File: config.mk
export PLATFORM = sky130hd
export DESIGN_NAME = ecc_fix_seq
export DESIGN_NICKNAME = d
export VERILOG_FILES = /design/src/rtl/ecc_fix_pkg.sv /design/src/rtl/ecc_unpack.sv /design/src/rtl/ecc_err_pick.sv /design/src/rtl/ecc_fix_seq.sv
export SDC_FILE = /design/constraint.sdc
export NUM_CORES = 1
export LEC_CHECK = 0
export BUFFER_PORTS_ARGS = -buffer_cell sky130_fd_sc_hd__buf_2
export CAP_MARGIN = 20
export CORE_AREA = 2 2 150 152
export CTS_CLUSTER_DIAMETER = 200
export CTS_CLUSTER_SIZE = 16
export DETAILED_ROUTE_END_ITERATION = 8
export DIE_AREA = 0 0 152 154
export SLEW_MARGIN = 25
export SYNTH_ARGS = -nofsm -noshare
export SYNTH_HDL_FRONTEND = slang
export SYNTH_SLANG_ARGS = --single-unit
File: constraint.sdc
create_clock -name clk -period 2.62 [get_ports clk]
set_input_delay 0.131 -clock clk [delete_from_list [all_inputs] [get_ports clk]]
set_output_delay 0.131 -clock clk [all_outputs]
set_load 0.01 [all_outputs]
File: src/rtl/ecc_fix_pkg.sv
package ecc_fix_pkg;
    typedef enum logic [3:0] {
        PH_IDLE,
        PH_LOAD,
        PH_SYN,
        PH_KICK,
        PH_WAIT,
        PH_POLL,
        PH_PICK,
        PH_RD,
        PH_WR,
        PH_FIN
    } phase_t;

    localparam logic [3:0] LOC_CLEAN  = 4'd0;
    localparam logic [3:0] LOC_FAIL   = 4'd1;
    localparam logic [3:0] LOC_READYA = 4'd2;
    localparam logic [3:0] LOC_READYB = 4'd3;
    localparam logic [3:0] LOC_WORKING = 4'd4;
endpackage

File: src/rtl/ecc_unpack.sv
module ecc_unpack #(
    parameter int NVAL = 8,
    parameter int LW   = 10
) (
    input  logic [NVAL*LW-1:0]         bits_i,
    output logic [NVAL-1:0][LW-1:0]    vals_o
);
    for (genvar g = 0; g < NVAL; g++) begin : g_slice
        assign vals_o[g] = bits_i[g*LW +: LW];
    end
endmodule

File: src/rtl/ecc_err_pick.sv
module ecc_err_pick #(
    parameter int WW   = 32,
    parameter int LW   = 10,
    parameter int DW   = 8,
    parameter int SECT = 512,
    parameter int OFFW = 9
) (
    input  logic [1:0]      sel_i,
    input  logic [WW-1:0]   addr1_i,
    input  logic [WW-1:0]   addr2_i,
    input  logic [WW-1:0]   val1_i,
    input  logic [WW-1:0]   val2_i,
    output logic [OFFW-1:0] off_o,
    output logic [DW-1:0]   val_o,
    output logic            hit_o
);
    localparam int HW   = WW / 2;
    localparam int BASE = SECT + 7;
    localparam int BW   = $clog2(BASE + 1);
    localparam int DFW  = ((LW > BW) ? LW : BW) + 1;

    logic [WW-1:0]  aw;
    logic [WW-1:0]  vw;
    logic [LW-1:0]  raw;
    logic [DFW-1:0] diff;

    always_comb begin
        aw    = sel_i[1] ? addr2_i : addr1_i;
        vw    = sel_i[1] ? val2_i  : val1_i;
        raw   = sel_i[0] ? aw[HW +: LW] : aw[0 +: LW];
        val_o = sel_i[0] ? vw[HW +: DW] : vw[0 +: DW];
        diff  = DFW'(BASE) - DFW'(raw);
        hit_o = !diff[DFW-1] && (diff < DFW'(SECT));
        off_o = diff[OFFW-1:0];
    end
endmodule

File: src/rtl/ecc_fix_seq.sv
module ecc_fix_seq
    import ecc_fix_pkg::*;
#(
    parameter int CLK_HZ = 100_000_000,
    parameter int TMO_US = 100,
    parameter int SECT   = 512,
    parameter int DW     = 8,
    parameter int LW     = 10,
    parameter int NVAL   = 8,
    parameter int SYNW   = 128,
    parameter int WW     = 32
) (
    input  logic                 clk,
    input  logic                 rst_n,
    input  logic                 start_i,
    input  logic [NVAL*LW-1:0]   chk_i,
    output logic                 ld_valid_o,
    output logic [LW-1:0]        ld_data_o,
    input  logic [SYNW-1:0]      syn_i,
    output logic                 loc_go_o,
    input  logic [3:0]           loc_state_i,
    input  logic [1:0]           loc_cnt_i,
    input  logic [WW-1:0]        loc_addr1_i,
    input  logic [WW-1:0]        loc_addr2_i,
    input  logic [WW-1:0]        loc_val1_i,
    input  logic [WW-1:0]        loc_val2_i,
    output logic                 ram_rd_o,
    output logic                 ram_wr_o,
    output logic [$clog2(SECT)-1:0] ram_addr_o,
    input  logic [DW-1:0]        ram_rdata_i,
    output logic [DW-1:0]        ram_wdata_o,
    output logic                 done_o,
    output logic [2:0]           fixed_o,
    output logic                 bad_o
);
    localparam int TMO_CYC = ((CLK_HZ / 1_000_000) * TMO_US > 0) ?
                             (CLK_HZ / 1_000_000) * TMO_US : 1;
    localparam int TW   = $clog2(TMO_CYC + 1);
    localparam int OFFW = $clog2(SECT);
    localparam int IW   = $clog2(NVAL);

    typedef struct packed {
        phase_t          ph;
        logic [IW-1:0]   idx;
        logic [TW-1:0]   tmr;
        logic [2:0]      nerr;
        logic [2:0]      ei;
        logic [OFFW-1:0] off;
        logic [DW-1:0]   val;
        logic [2:0]      fixed;
        logic            bad;
    } st_t;

    st_t st_d, st_q;

    logic [NVAL-1:0][LW-1:0] chk_vals;
    logic [OFFW-1:0]         pk_off;
    logic [DW-1:0]           pk_val;
    logic                    pk_hit;

    ecc_unpack #(.NVAL(NVAL), .LW(LW)) u_unpack (
        .bits_i (chk_i),
        .vals_o (chk_vals)
    );

    ecc_err_pick #(.WW(WW), .LW(LW), .DW(DW), .SECT(SECT), .OFFW(OFFW)) u_pick (
        .sel_i   (st_q.ei[1:0]),
        .addr1_i (loc_addr1_i),
        .addr2_i (loc_addr2_i),
        .val1_i  (loc_val1_i),
        .val2_i  (loc_val2_i),
        .off_o   (pk_off),
        .val_o   (pk_val),
        .hit_o   (pk_hit)
    );

    always_comb begin
        st_d = st_q;
        unique case (st_q.ph)
            PH_IDLE: begin
                if (start_i) begin
                    st_d.ph    = PH_LOAD;
                    st_d.idx   = IW'(NVAL - 1);
                    st_d.fixed = '0;
                    st_d.bad   = 1'b0;
                end
            end
            PH_LOAD: begin
                if (st_q.idx == '0) st_d.ph = PH_SYN;
                else                st_d.idx = st_q.idx - 1'b1;
            end
            PH_SYN: begin
                st_d.ph = (syn_i == '0) ? PH_FIN : PH_KICK;
            end
            PH_KICK: begin
                st_d.tmr = '0;
                st_d.ph  = PH_WAIT;
            end
            PH_WAIT: begin
                if (loc_state_i >= LOC_WORKING || st_q.tmr == TW'(TMO_CYC - 1))
                    st_d.ph = PH_POLL;
                else
                    st_d.tmr = st_q.tmr + 1'b1;
            end
            PH_POLL: begin
                unique case (loc_state_i)
                    LOC_CLEAN: st_d.ph = PH_FIN;
                    LOC_FAIL: begin
                        st_d.bad = 1'b1;
                        st_d.ph  = PH_FIN;
                    end
                    LOC_READYA, LOC_READYB: begin
                        st_d.nerr = {1'b0, loc_cnt_i} + 3'd1;
                        st_d.ei   = '0;
                        st_d.ph   = PH_PICK;
                    end
                    default: st_d.ph = PH_POLL;
                endcase
            end
            PH_PICK: begin
                if (st_q.ei == st_q.nerr) begin
                    st_d.ph = PH_FIN;
                end else if (pk_hit) begin
                    st_d.off = pk_off;
                    st_d.val = pk_val;
                    st_d.ph  = PH_RD;
                end else begin
                    st_d.ei = st_q.ei + 1'b1;
                end
            end
            PH_RD: st_d.ph = PH_WR;
            PH_WR: begin
                st_d.fixed = st_q.fixed + 1'b1;
                st_d.ei    = st_q.ei + 1'b1;
                st_d.ph    = PH_PICK;
            end
            PH_FIN:  st_d.ph = PH_IDLE;
            default: st_d.ph = PH_IDLE;
        endcase
    end

    always_ff @(posedge clk) begin
        if (!rst_n) begin
            st_q       <= '0;
            st_q.ph    <= PH_IDLE;
        end else begin
            st_q <= st_d;
        end
    end

    assign ld_valid_o  = (st_q.ph == PH_LOAD);
    assign ld_data_o   = chk_vals[st_q.idx];
    assign loc_go_o    = (st_q.ph == PH_KICK);
    assign ram_rd_o    = (st_q.ph == PH_RD);
    assign ram_wr_o    = (st_q.ph == PH_WR);
    assign ram_addr_o  = st_q.off;
    assign ram_wdata_o = ram_rdata_i ^ st_q.val;
    assign done_o      = (st_q.ph == PH_FIN);
    assign fixed_o     = st_q.fixed;
    assign bad_o       = st_q.bad;
endmodule

======== Yosys cells after proc, flatten, opt, wreduce, memory -nomap -nowiden ========
Index checks and enable logic that the tools add are counted.
Widths: inputs -> output; s select.
storage, ports and cells
  input port bits ......................... 353
  word-level logic and storage cells ...... 93
  output and inout port bits .............. 36
  register bits after elaboration ......... 48
operators by class
  equal/unequal tests ..................... 24
  reduce and logical (&&, ||, !) cells .... 22
  add/sub/neg operators ................... 6
  bitwise gates (word level) .............. 2
  $lt $le $gt $ge ......................... 3
  muxes and demuxes ....................... 27
operators by type and width
  operator                count
  $logic_not 128->1       1
  $pmux 4 s9              1
  $bmux 10 s3             1
  $pmux 14 s2             1
  $mux 26                 1
  $mux 24                 1
  $mux 4                  6
  $mux 10                 2
  $mux 20                 1
  $mux 17                 1
  $eq 4x2->1 const B      4
  $eq 4x3->1 const B      4
  $add 14x1->14 const B   1
  $eq 14x14->1 const B    1
  $mux 14                 1
  $ne 2x2->1 const B      6
  $pmux 3 s2              2
  $lt 11x10->1 const B    1
  $sub 10x10->11 const A  1
  $mux 3                  3
  $pmux 3 s3              1
  $reduce_and 3->1        3
  $eq 4x1->1 const B      2
  $eq 4x4->1 const B      2
  other kinds (25)        36

======== Logic depth before layout (Yosys ltp) ========
Gate-level depths: netlist of the first run.
  depth in word-level cells ............... 8
  depth in mapped cells ................... 10
  depth with buffers taken out ............ 8

======== Hierarchy ========
Synthesis of the first run repeated with hierarchy kept, for this count alone.
unflattened totals
  cell total of the unflattened synthesis .. 496
  area total of the unflattened synthesis .. 4485.6 µm²
by module, submodules not included
  module        sequential area each (µm²)  times used  area each (µm²)  cells each
  ecc_fix_seq   960.9                       1           3321.9           376
  ecc_unpack    0.0                         1           600.6            80
  ecc_err_pick  0.0                         1           563.0            40

======== Worst setup path before layout of the first run ========
No wires, ideal clock.
  kind .................................... reg-to-reg
  start ................................... reg st_q[22] (netlist name)
  end ..................................... reg st_q, in the netlist ram_addr_o[6]
  buffers on the path ..................... 0
  library setup time ...................... 0.070 ns
  period minus slack after synthesis ...... 2.875 ns
  setup slack ............................. -0.255 ns
  data required time ...................... 2.550 ns
  arrival ................................. 2.805 ns
  stages on the path, launching flop included .. 9
  cell sequence ........................... dfxtp_1 -> mux4_1 -> inv_1 -> ha_1 -> nand4_1 -> a211oi_1 -> mux2_4 -> or4_1 -> a21boi_1
between the ends
  cells in the longest elaborated chain, start to end .. 6
  elaborated cells on any way between the ends .. 9
  classes of those cells .................. add/sub (1); order compare (1); eq/ne (1); mux (2); bitwise (1); reduce/logical (3)
ends and longest elaborated chain
  item                                             RTL line            RTL
  from (decl)                                      ecc_fix_seq.sv:54   st_t st_d, st_q;
  from (signal assigned)                           ecc_fix_seq.sv:147  st_q <= st_d;
  $mux 26                                          ecc_err_pick.sv:28  aw = sel_i[1] ? addr2_i : addr1_i;
  $mux 10                                          ecc_err_pick.sv:30  raw = sel_i[0] ? aw[HW +: LW] : aw[0 +: LW];
  $sub 10x10->11                                   ecc_err_pick.sv:32  diff = DFW'(BASE) - DFW'(raw);
  $lt 11x10->1 or $logic_not 1->1 (tied branches)  ecc_err_pick.sv:33  hit_o = !diff[DFW-1] && (diff < DFW'(SECT));
  $logic_and 1x1->1                                ecc_err_pick.sv:33
  $reduce_and 3->1 (no source line)                --
Parallel ways exist; a longest one is shown, timed or not.
A chain may end at the register's enable or synchronous reset.

======== Worst setup path in the final report of the first run ========
  start ................................... reg st_q[22] (netlist name)
  end ..................................... reg st_q, in the netlist ram_addr_o[4]
Same word-level chain as after synthesis.

==> metrics, run 1 <==
status=finished, final reports clean; worst-path maximum fanout=15; peak supply drop=about 0.00022 V; Clock Sinks=between 40 and 50; depth of the CTS H-tree=2; initial antenna violation count=4; reg-to-reg startpoint=st_q[22]; Total GRT Usage=a little over an eighth; CTS hold repair buffers=0; TritonCTS clock tree=built; clock root cell=clkbuf_16; commonest non-fill, non-tap cell in the layout=buf_2; power per cell area=460.9 mW/mm^2; Pins Over Slew Limit=0; post-DR vias/cell=4.415; syn avg cell area=9.004 sq um; post-route ant nets=0; Cell Area, Placed=just under 0.006 sq mm; Clock transition at path regs=0.07 ns; Synth warnings=0; Initial Util=17.98%; Final Cycle Share=a little over nine tenths; Post-CTS Setup Bufs=0; first-pass GRT wire length=approximately 24 mm; Port Buf Inserts=between 300 and 400; Post-Route Skew=~0.0053 ns; num rows=between 50 and 60; most frequent cells in the layout=buf_2 (332), nand2_1 (71), dfxtp_1 (47), mux4_2 (37), nor4_1 (37); Hold Crit Depth=3; Max Buffers Root-to-Sink=2; die width=152 microns; EDFF count, synth=0; Netlist cell types=46; largest net degree at the start of global routing=36; Setup crit start=st_q[22]; wire length per cell=between 15 and 20 microns; io pins=just under 400; drt total wl=around 16 mm; vias=4583; Crit path required time=roughly 2.8 ns; fin crit period=approximately 2.5 ns; asr flop ratio synth=0%; placed cell count=between 1000 and 1500; synthesized instance count=433; R2R depth=10; Worst EP arrival=between 2 and 3 ns; Seq/Total Area, Yosys=roughly 25%; worst slew pin tran=0.7053 ns; CTS Buf Count=5; Area Overhead vs Synth=56.07%; drt drc=0; Final setup viols=0; nets=approximately 1100; Final Cell Area=between 0.006 and 0.007 sq mm; #FFs+latches synth=48; DR iter-0 viols=approximately 230; Slew HR=between 50 and 60%; critical path startpoint category=flop; hold path startpoint=loc_cnt_i[0]; Mapped Area=~0.004 sq mm; max frequency=392.8 MHz; Pwr Total=approximately 2.8 mW; DPL Wire Length=13.88 mm; RSZ-0062 raised after global routing=true; Die Y=around 150 microns; Hold/Removal Path Class=in -> reg; Final Hold Violating Endpoints=0; Max Cap Viol=0; syn_nets=a little under 800; vias in the first global route=around 4500; grt total ovfl=0; DRT Pass-1 Iters=4; Static Leak=2.792 nW; Core Footprint=around 0.022 sq mm; Skew-Pair Late Insertion Delay=between 0.2 and 0.3 ns; die footprint=0.02341 sq mm; setup TNS=0 ns; non-filler cells, final=a little over 1000; CP Capture Type=flop; share of post-route cells with drive strength above 1=between 50% and 60%; fin util=between 20% and 30%; routability congestion estimate=0.8374; Main synth FF type=dfxtp_1; critical path type=reg -> reg
[worst max-delay path, cell delays in order, from the launching register on]
cell and delay (ns):
dfxtp_4 0.38, mux4_2 0.52, inv_2 0.09, ha_4 0.14
nand4b_1 0.13, a211oi_2 0.32, mux2_4 0.36, buf_6 0.13
nor2_4 0.09, buf_12 0.14, mux2i_1 0.18
[through the flow]
| step | hold slack [ns] | setup WS (ns) |
|---|---|---|
| after floorplan | 0.2991 | -0.02827 |
| after global placement | 0.4430 | 0.02079 |
| after detailed placement | 0.4542 | -0.03320 |
| after CTS | 0.2006 | 0.007319 |
| after global routing | 0.2135 | -0.04053 |
| final | 0.2041 | 0.07394 |
[registers in the layout, indices dropped and copies added (netlist names)]
signal / flops
ram_addr_o: 9
fixed_o: 3
bad_o: 1
st_q: 35
[cells by family (layout without fill, tap and decap cells)]
kind of cell / Yosys count / after routing / synth area share [%]
AND/OR/NAND/NOR: 211 / 211 / 28.53
AO/OA/AOI/OAI: 45 / 45 / 7.414
adder cells (fa/ha/maj): 7 / 7 / 2.246
XOR/XNOR: 28 / 28 / 6.290
multiplexers: 49 / 49 / 25.10
buffers and inverters: 45 / 369 / 5.776
flip-flops: 48 / 48 / 24.65
other: 0 / 1 / 0
[cells in the mapped netlist (3+ instances only)]
master / n / area, sq um
nor4b_1: 4 / 35.03
nor2b_1: 10 / 62.56
xor2_1: 12 / 105.1
buf_4: 12 / 90.09
nand3b_1: 4 / 30.03
buf_1: 4 / 15.01
nand2b_1: 3 / 18.77
nor3_1: 8 / 40.04
clkbuf_1: 18 / 67.56
a21boi_0: 4 / 30.03
and3_1: 5 / 31.28
xnor2_1: 16 / 140.1
dfxtp_1: 48 / 960.9
nand2_1: 71 / 266.5
o211a_1: 3 / 30.03
nand4_1: 23 / 143.9
inv_1: 7 / 26.28
and2_1: 5 / 31.28
ha_1: 7 / 87.58
nor4_1: 37 / 231.5
nor3b_1: 4 / 30.03
mux2i_1: 10 / 100.1
a21oi_1: 7 / 35.03
nor2_1: 17 / 63.81
nand3_1: 13 / 65.06
mux4_2: 36 / 810.8
o21ai_0: 19 / 95.09
buf_2: 3 / 15.01
[area by class of cell]
cell class / count / area [sq um]
multi-input combinational: 340 / 2741
sequential: 48 / 964.7
tap: 280 / 350.3
antenna: 1 / 2.502
fill: 2367 / 15600
timing repair buffer: 354 / 1851
clock buffer: 6 / 138.9
clock inverter: 2 / 10.01
inverter: 7 / 26.28
[final timing paths]
check / end / slack (ns)
setup / recovery: ram_addr_o[4] / 0.07
hold / removal: st_q[24] / 0.20
setup reg to reg: ram_addr_o[4] / 0.07
hold reg to reg: ram_addr_o[5] / 0.46
[report_power, final]
part	total, mW	internal [mW]	switching, mW	leakage (nW)
Sequential	0.796	0.762	0.0339	0.389
Clock	0.655	0.377	0.278	0.0766
Combinational	1.35	0.691	0.663	2.33
Total	2.80	1.83	0.974	2.79
[repair_timing]
item                       CTS  global route
setup endpoints to repair    2            19
resized for setup            5             5
pin swaps                    2             3
[per-layer routing]
layer	part of all wire [%]	GRT usage [%]	wire length, microns	vias up
met5	0.17	0	27	-
met4	1.3	2.537	201	4
met3	8.6	4.115	1377	18
met2	48	22.18	7628	207
met1	42	16.30	6729	2073
li1	-	-	-	2281
Note: power is estimated with default switching activity, not from simulation.
==> run 2, diff against run 1 <==
- CELL_PAD_IN_SITES_DETAIL_PLACEMENT: default -> 0
- CELL_PAD_IN_SITES_GLOBAL_PLACEMENT: default -> 1
- CORE_AREA: 2 2 150 152 -> 2 2 149 151
- DIE_AREA: 0 0 152 154 -> 0 0 151 153
- PLACE_DENSITY_LB_ADDON: default -> 0.1
==> run 2 against run 1 <==
The run now ends with setup timing left. Critical path type unchanged. Maximum frequency shrank 3.1%. Combinational power about the same. Clock-buffer cell count is 1 lower. Clock power is 15% higher. First-iteration DRC count down 48%. Non-clock buffer count rose by 8. Largest cell class unchanged. Sequential cell count did not move. Critical endpoint is now ram_addr_o[6]. Highest routed layer is now met4. Via count grew 2.2%.
==> metrics, run 2 (synthesis gave the netlist of run 1 again) <==
nets=1124 (+0.72%); Post-Route Skew=0.004448 ns (-0.0008450 ns); first-pass GRT wire length=26.95 mm (+11%); largest net degree at the start of global routing=33 (-8.3%); power per cell area=472.7 mW/mm^2 (+2.6%); clock root cell=clkbuf_16; CTS Buf Count=5 (unchanged); dpl ws=-0.1338 ns (-0.1006 ns); Clock transition at path regs=0.07 ns (about the same); setup TNS=-0.007498 ns (-0.007498 ns); fin crit period=2.627 ns (+0.08143 ns); critical path startpoint category=flop; violated checks=setup timing; Port Buf Inserts=332 (unchanged); power share of the clock group=25.7% (+2.4 points); Flop pwr share=27.4% (-1.0 points); depth of the CTS H-tree=2 (unchanged); Hold/Removal Path Class=in -> reg; Worst EP arrival=2.86 ns (+0.10 ns); Core Footprint=0.02149 sq mm (-0.93%); most frequent cells in the layout=buf_2 (332), nand2_1 (71), dfxtp_1 (47), mux4_2 (37), nor4_1 (37); drt drc=0 (unchanged); initial antenna violation count=9 (+5); drt total wl=17.90 mm (+12%); critical path type=reg -> reg; post-route ant nets=0 (unchanged); Crit path required time=2.85 ns (about the same); crit-path cells=mux4_2 > inv_2 > ha_4 > nand4b_1 > a211oi_2 > mux2_4 > or4_1 > a21boi_1; Largest Register=st_q; Static Leak=2.841 nW (+1.7%); hold slack=0.2057 ns (+0.001564 ns); routability congestion estimate=0.8207 (-2.0%); placed cell count=1033 (+0.39%); share of post-route cells with drive strength above 1=54.64% (+0.48 points); Total GRT Usage=15.09% (+2.1 points); Crit path largest cell delay=0.54 ns (+0.02 ns); RSZ-0062 raised after global routing=true; critical path's slowest cell=mux4_2; Final Cycle Share=100.3% (+3.1 points); vias in the first global route=5058 (+13%); Die Y=153 microns (-0.65%); fin worst setup slack=-0.007498 ns (-0.08143 ns); Max Cap Viol=0 (unchanged); die width=151 microns (-0.66%); Internal=1.909 mW (+4.3%); worst slew pin tran=0.8966 ns (+0.1913 ns); Max Buffers Root-to-Sink=2 (unchanged); DRT Pass-1 Iters=5 (+1); io pins=389 (unchanged); DPL Wire Length=15.60 mm (+12%); max frequency=380.6 MHz (-3.1%); wire length per cell=17.03 microns (+11%); num rows=54 (unchanged); Slew HR=39.68% (-13 points); Combinational Power Share=46.9% (-1.4 points); Final setup viols=1 (+1); FILL cells=2365 (-0.084%); Skew-Pair Late Insertion Delay=0.29 ns (about the same); Sw Ratio=34.59% (-0.16 points); DR iter-0 viols=122 (-48%); commonest non-fill, non-tap cell in the layout=buf_2; Psw=1.009 mW (+3.6%); TritonCTS clock tree=built; status=complete, but fails checks; Final Hold Violating Endpoints=0 (unchanged); Pins Over Slew Limit=0 (unchanged); die footprint=0.02310 sq mm (-1.3%); non-filler cells, final=1051 (+1.3%); post-DR vias/cell=4.456 (+0.92%); Area Overhead vs Synth=58.31%; worst-path maximum fanout=5 (-10); max FFs per register=35 (unchanged); peak supply drop=0.0001961 V (-9.6%); vias=4683 (+2.2%); Clock Sinks=48 (unchanged); Initial Util=18.15% (+0.17 points); grt total ovfl=0 (unchanged); CP Capture Type=flop
[run 2: cell types whose count changed in the layout (fill, tap and decap cells not counted)]
cell and delta:
o21ai_0 -10, bufinv_16 +1, clkinv_2 -1, diode_2 +5
buf_6 -1, clkinvlp_4 +1, o21ai_1 +10, clkbuf_8 -1
buf_4 +9
[run 2: cell type report]
type                            instances  area, sq um  area share, %
Multi-Input combinational cell        340         2741          44.42
Timing Repair Buffer                  362         1907          30.89
Tap cell                              280        350.3          5.676
Antenna cell                            6        15.01         0.2433
Inverter                                7        26.28         0.4257
Clock inverter                          3        42.54         0.6892
Clock buffer                            5        125.1          2.027
Sequential cell                        48        964.7          15.63
[run 2: per-layer routing]
metal / up-vias / share of wire (%) / track usage [%]
met1: 2166 / 41 / 18.35
met3: 12 / 9.0 / 3.284
met2: 208 / 49 / 27.45
li1: 2297 / - / -
met4: 0 / 0.90 / 2.492
met5: - / 0 / 0
[run 2: per-stage QoR]
| stage | power [mW] | area (sq um) | util (%) |
|---|---|---|---|
| floorplan | 1.633 | 3909 | - |
| global placement | 2.210 | 5932 | 27.61 |
| detailed placement | 2.208 | 5932 | 27.61 |
| CTS | 2.976 | 6137 | 28.56 |
| global route | 3.137 | 6157 | 28.66 |
| finish | 2.918 | 6172 | 28.73 |
[run 2: worst paths after layout]
check | slack, ns | to | startpoint | cells after the start
worst max-delay path | -0.007 | ram_addr_o[6] | st_q[22] | 8
worst min-delay path | 0.21 | st_q[24] | loc_cnt_i[0] | 3
worst max register to register | -0.007 | ram_addr_o[6] | st_q[22] | 8
worst min register to register | 0.46 | ram_addr_o[3] | ram_addr_o[3] | 2
[run 2: power by group through the flow]
stage / Sequential (mW) / Clock, mW / Combinational, mW
global placement: 0.819 / 0 / 1.39
floorplan: 0.800 / 0 / 0.834
global route: 0.808 / 0.805 / 1.52
detailed placement: 0.817 / 0 / 1.39
CTS: 0.798 / 0.775 / 1.40
finish: 0.799 / 0.750 / 1.37
[run 2: critical path: cells and delay by family, from the launching register on]
| family | cells | cell delay [ns] |
|---|---|---|
| mux | 2 | 0.90 |
| simple gates | 2 | 0.61 |
| compound gates | 2 | 0.45 |
| flops | 1 | 0.38 |
| fa+ha+maj | 1 | 0.13 |
| buf+inv | 1 | 0.09 |
[run 2: timing repair]
action / in CTS / in global routing
hold buffers: 0 / 0
endpoints found under the setup margin: 19 / 20
gates resized for setup: 5 / 13
setup buffers: 3 / 1
pin swaps: 3 / 1
